$ cat src/rtl/prog_acc_slice.sv
module prog_acc_slice #(
  parameter int W = 4
) (
  input  logic         clk,
  input  logic         rst,
  input  logic [2:0]   prog,
  input  logic [W-1:0] din,
  input  logic         cin,
  input  logic         shr_in,
  input  logic         shl_in,
  output logic [W-1:0] acc,
  output logic         cout
);

  logic         bypass;
  logic [W-1:0] addend;
  logic [W:0]   sum;
  logic [W-1:0] direct;
  logic [W-1:0] nxt;

  assign bypass = prog[2];

  always_comb begin
    unique case (prog[1:0])
      2'b00:   addend = ~din;
      2'b01:   addend = W'(1);
      2'b10:   addend = '1;
      default: addend = din;
    endcase
  end

  assign sum  = {1'b0, acc} + {1'b0, addend} + (W+1)'(cin);
  assign cout = ~bypass & sum[W];

  always_comb begin
    unique case (prog[1:0])
      2'b00:   direct = '0;
      2'b01:   direct = {shr_in, acc[W-1:1]};
      2'b10:   direct = {acc[W-2:0], shl_in};
      default: direct = din;
    endcase
  end

  assign nxt = bypass ? direct : sum[W-1:0];

  always_ff @(posedge clk or posedge rst) begin
    if (rst) acc <= '0;
    else     acc <= nxt;
  end

endmodule

$ cat config.mk
export PLATFORM = sky130hd
export DESIGN_NAME = prog_acc_slice
export DESIGN_NICKNAME = d
export VERILOG_FILES = /design/src/rtl/prog_acc_slice.sv
export SDC_FILE = /design/constraint.sdc
export NUM_CORES = 1
export LEC_CHECK = 0
export BUFFER_PORTS_ARGS = -buffer_cell sky130_fd_sc_hd__buf_4
export CAP_MARGIN = 40
export CORE_AREA = 2 2 39 41
export CTS_BUF_LIST = sky130_fd_sc_hd__clkbuf_2
export DETAILED_ROUTE_END_ITERATION = 12
export DIE_AREA = 0 0 41 43
export HOLD_SLACK_MARGIN = 0.02
export SYNTH_ARGS = -nofsm -noshare
export SYNTH_HDL_FRONTEND = slang
export SYNTH_SLANG_ARGS = --single-unit
$ cat constraint.sdc
create_clock -name clk -period 3.1 [get_ports clk]
set_input_delay 0.155 -clock clk [delete_from_list [all_inputs] [get_ports clk]]
set_output_delay 0.155 -clock clk [all_outputs]
set_load 0.02 [all_outputs]
* Yosys cells after proc, flatten, opt, wreduce, memory -nomap -nowiden
Index checks and enable logic that the tools add are counted.
** Cells by class
- $add $sub $neg :: 2
- Equal/unequal tests :: 2
- Muxes and demuxes :: 3
- Bitwise operators :: 3
- Reduce and logical (&&, ||, !) cells :: 1
** Operator list (number)
- 4-bit one-hot mux with 3 select lines :: 2
- 4-bit by 4-bit adder with 5-bit output :: 1
- 5-bit by 1-bit adder with 5-bit output :: 1
- 4-bit 2-to-1 mux :: 1
- 4-bit inverter :: 1
- 2-bit by 1-bit == test with 1-bit output (second input constant) :: 1
- 2-bit == test (second input constant) :: 1
- 2-bit zero test :: 1
- 1-bit bitwise AND :: 1
- 1-bit inverter :: 1
** Word-level totals
- Bits in registers :: 4
- Output and inout bits :: 5
- Word-level logic and storage cells :: 12

* Logic depth before layout (Yosys ltp)
- Depth after elaboration :: 5
- Gate-level depth with buffers :: 9
- Gate-level depth less buffers :: 9

* Worst setup path before layout
Ideal clock, no wire load.
- Path kind :: input to output
- Start point :: input prog[0]
- End point :: output cout
- Arrival time :: 1.940 ns
- Path slack :: 1.005 ns
- Stages :: 8
- Buffers on the path :: 0
- Path through :: ha_1 > nand2b_1 > o31ai_1 > fa_1 > fa_1 > nor2b_1 > o21ai_0 > a21oi_1
** Between the ends
- Longest elaborated chain between the ends :: 5
- Elaborated cells on any way between the ends :: 7
- Classes of those cells :: add/sub: 2; eq/ne: 2; mux: 1; bitwise: 1; reduce/logical: 1
** Ends and longest elaborated chain
- start: declaration :: line 6 : input logic [2:0] prog,
- 2-bit == test (tied with other cells) :: line 24 : unique case (prog[1:0])
- 4-bit one-hot mux with 3 select lines (*) :: line 24
- 4-bit by 4-bit adder with 5-bit output (*) :: line 32 : assign sum = {1'b0, acc} + {1'b0, addend} + (W+1)'(cin);
- 5-bit by 1-bit adder with 5-bit output (*) :: line 32
- 1-bit bitwise AND (*) :: line 33 : assign cout = ~bypass & sum[W];
- end: declaration :: line 12 : output logic cout
Mark *: on every way between the ends. The rest lies on a longest branch, timed or not.

* Worst setup path after layout
Same ends and word-level chain as after synthesis.

==> summary.txt <==
Outcome
  • Status: completed

Floorplan
  • Effective utilization at floorplan: 33.9%
  • Row Count: 14
  • Die width: a little over 40 um
  • Die Outline Area: around 1800 um2
  • Placeable core area: 1380 um2
  • Vertical die dimension: 43 um
  • Number of placed I/O pins: 17

Timing
  • Maximum achievable frequency: ~0.44 GHz
  • Final worst clock skew: 0.00543 ns
  • Worst Max-Slew Pin Slew: 0.290 ns
  • TNS Setup: 0 ns
  • Tightest slew margin relative to the limit: approximately four fifths
  • Hold Vio Cnt, Final: 0
  • Number of setup violations in the final report: 0
  • Post-route worst hold slack: 0.213 ns
  • Unrepaired setup endpoints after global routing: false
  • Min Tclk post-route: 2.29 ns
  • Fin crit share: 73.8%
  • Count of pins over their slew limit: 0

Cells and area
  • Post-route cell area: 629 um2
  • Top Registers: acc x4
  • Commonest non-fill, non-tap cell in the layout: sky130_fd_sc_hd__buf_4
  • Cell Count, Final, Fillers Out: 90
  • Antenna diode count: 0
  • Register with the most flip-flops: acc
  • Area Overhead vs Synth: 34.1%
  • Commonest non-fill, non-tap cells in the layout: 16 x sky130_fd_sc_hd__buf_4, 9 x sky130_fd_sc_hd__inv_1, 7 x sky130_fd_sc_hd__ha_1
  • Flip-flop count of the largest register, all copies and words added: 4
  • Number of nets in the layout: 97
  • Fraction of final layout cells sized beyond drive strength 1: 27.0%

CTS
  • Clock tree from TritonCTS: yes
  • Hold-fix buffer count after cts: 1
  • Maximum clock insertion buffer count: 2
  • TritonCTS Sinks: 4
  • Number of levels in the clock H-tree: 1
  • Total of cells resized after clock tree synthesis: 0
  • Clock slew at reported path FFs: 0.04 ns
  • Setup Fix Bufs, Post-CTS: 0
  • Number of buffers added by the clock tree synthesis step: 3
  • Root buffer cell: sky130_fd_sc_hd__clkbuf_2
  • Insertion delay to the later sink of the worst-skew pair: 0.21 ns

Placed design
  • Area post-placement: 604 um2
  • Dpl hpwl: 876 um
  • Post-placement cell count: 86
  • Final weighted congestion in routability-driven placement: slightly above 0.7
  • Buffers added on ports: 16

Logic synthesis
  • Area share of and/or/nand/nor cells after synthesis: 17.3%
  • Yosys Warn Count: 0
  • Share of synthesized area spent on multiplexers: 0%
  • Cell Area, Synth: 469 um2
  • Synth area leader: sky130_fd_sc_hd__dfrtp_1
  • Largest family of logic cells by synthesized area: adder cells
  • Synth Instances: 55
  • Average instance area after synthesis: 8.53 um2
  • Xor/xnor share of the synthesized area: roughly 1.9%
  • Top cells by area in the synthesized netlist: sky130_fd_sc_hd__dfrtp_1 21%, sky130_fd_sc_hd__ha_1 19%, sky130_fd_sc_hd__fa_1 8.5%
  • Synthesized flop and latch total: 4
  • Area share of the largest cell type after synthesis: 21.3%
  • Proportion of synthesized chip area in sequential cells: 21.3%
  • Syn Nets: between 70 and 80
  • Post-Synth Adder-Cell Area: 27.2%
  • Synth Area in Compound Gates: 24.0%
  • Count of unique library cells instantiated by Yosys: 22

Setup path
  • Data required time of the critical path: 2.94 ns
  • Worst path arrival time: 2.13 ns
  • Worst path slowest cell: sky130_fd_sc_hd__fa_1
  • Maximum fanout along the worst path: 9
  • CP endpoint kind: primary output
  • Crit Path Category: primary input to primary output
  • Ordered cell list for the critical path: buf_4, ha_1, nand2b_1, o31ai_1, fa_1, fa_1, nor2b_1, o21ai_0, a21oi_1, buf_4
  • Slowest cell delay on critical path: approximately 0.4 ns
  • Startpoint Class: primary input

Power and ir drop
  • Power per Cell Area: ~560 nW/um2
  • Highest ir drop seen on vdd: 0.000281 V
  • Static Leakage: 0.000326 uW

Drt
  • Remaining design rule violation count: 0
  • Vias per Instance: about 5.1
  • Count of routing violations after the opening detailed-route iteration: 11
  • DR WL/cell: roughly 12 um
  • Vias post-DR: roughly 460
  • Number of iterations in the first detailed-routing pass: 4
  • Total routed wirelength: around 1100 um
  • Count of antenna-violating nets left after detailed routing: 0

Global routing
  • Vias in the first global route: 459
  • Global-route total usage across every layer: 16.0%
  • Pin count of the biggest net entering global routing: 10
  • Wire length of the first global-routing pass: 1860 um
  • Total gr overflow: 0
  • Antenna violations before repair: 0

Worst hold path
  • Class of the tightest hold or removal check: primary input to flip-flop

Flow run
  • Max-cap violations: 0
==> cell type report <==
type / instances / area [um2]
inverters: 9 / 33.8
multi-input cells: 41 / 330
repair buffers: 17 / 130
clock buffers: 3 / 15.0
fillers: 139 / 754
well taps: 16 / 20.0
flip-flops and latches: 4 / 100
==> worst max-delay path: cells and delay by family <==
kind / cells / cell delay (ns)
buffers and inverters: 2 / 0.29
AOI/OAI and AO/OA: 3 / 0.31
adders and majority gates: 3 / 1.11
and+or+nand+nor: 2 / 0.24
==> through the flow <==
stage               total power [uW]  worst slack (ns)  utilization (%)
global route                     390             0.663             45.5
floorplan                        230              1.01                -
global placement                 307             0.842             43.7
CTS                              357             0.803             45.5
detailed placement               307             0.807             43.7
finish                           352             0.813             45.5
==> Yosys cell counts, drive strengths merged <==
library cell	number
a21oi	3
o31ai	2
ha	7
a221o	3
nor2b	2
inv	9
xor2	1
nor2	1
nand2b	4
o22ai	1
nand2	3
dfrtp	4
a221oi	1
and3	1
nand3	3
fa	2
a21o	1
buf	1
nand3b	1
o21ai	5
==> worst paths after layout <==
path	from	slack (ns)	cells past startpoint	to
hold / removal	prog[2]	0.21	2	acc[1]
max in group asynchronous	rst	2.56	3	acc[1]
min in group asynchronous	rst	0.38	3	acc[2]
setup / recovery	prog[0]	0.81	10	cout
hold reg to reg	acc[1]	0.72	2	acc[0]
setup reg to reg	acc[0]	1.47	5	acc[2]
==> power by group <==
part           switching (uW)  leakage, uW  internal, uW
clock network            20.9    0.0000125          26.0
logic                     108     0.000265          99.6
registers                24.6    0.0000490          72.3
total                     154     0.000326           198
==> routing by layer <==
metal  global-route usage (%)  up-vias  routed length, um
met5                        0        -                  0
met4                     10.0        0                 14
met3                     2.09        2                 73
met2                     22.8       18                531
met1                     21.8      213                448
li1                         -      230                  -
==> kinds of logic (layout without fill, tap and decap cells) <==
logic type	after synthesis	in the layout
fa+ha+maj	9	9
xor+xnor	1	1
compound gates	16	16
flops	4	4
simple gates	15	15
buf+inv	10	29
(Power assumes the default switching activity.)
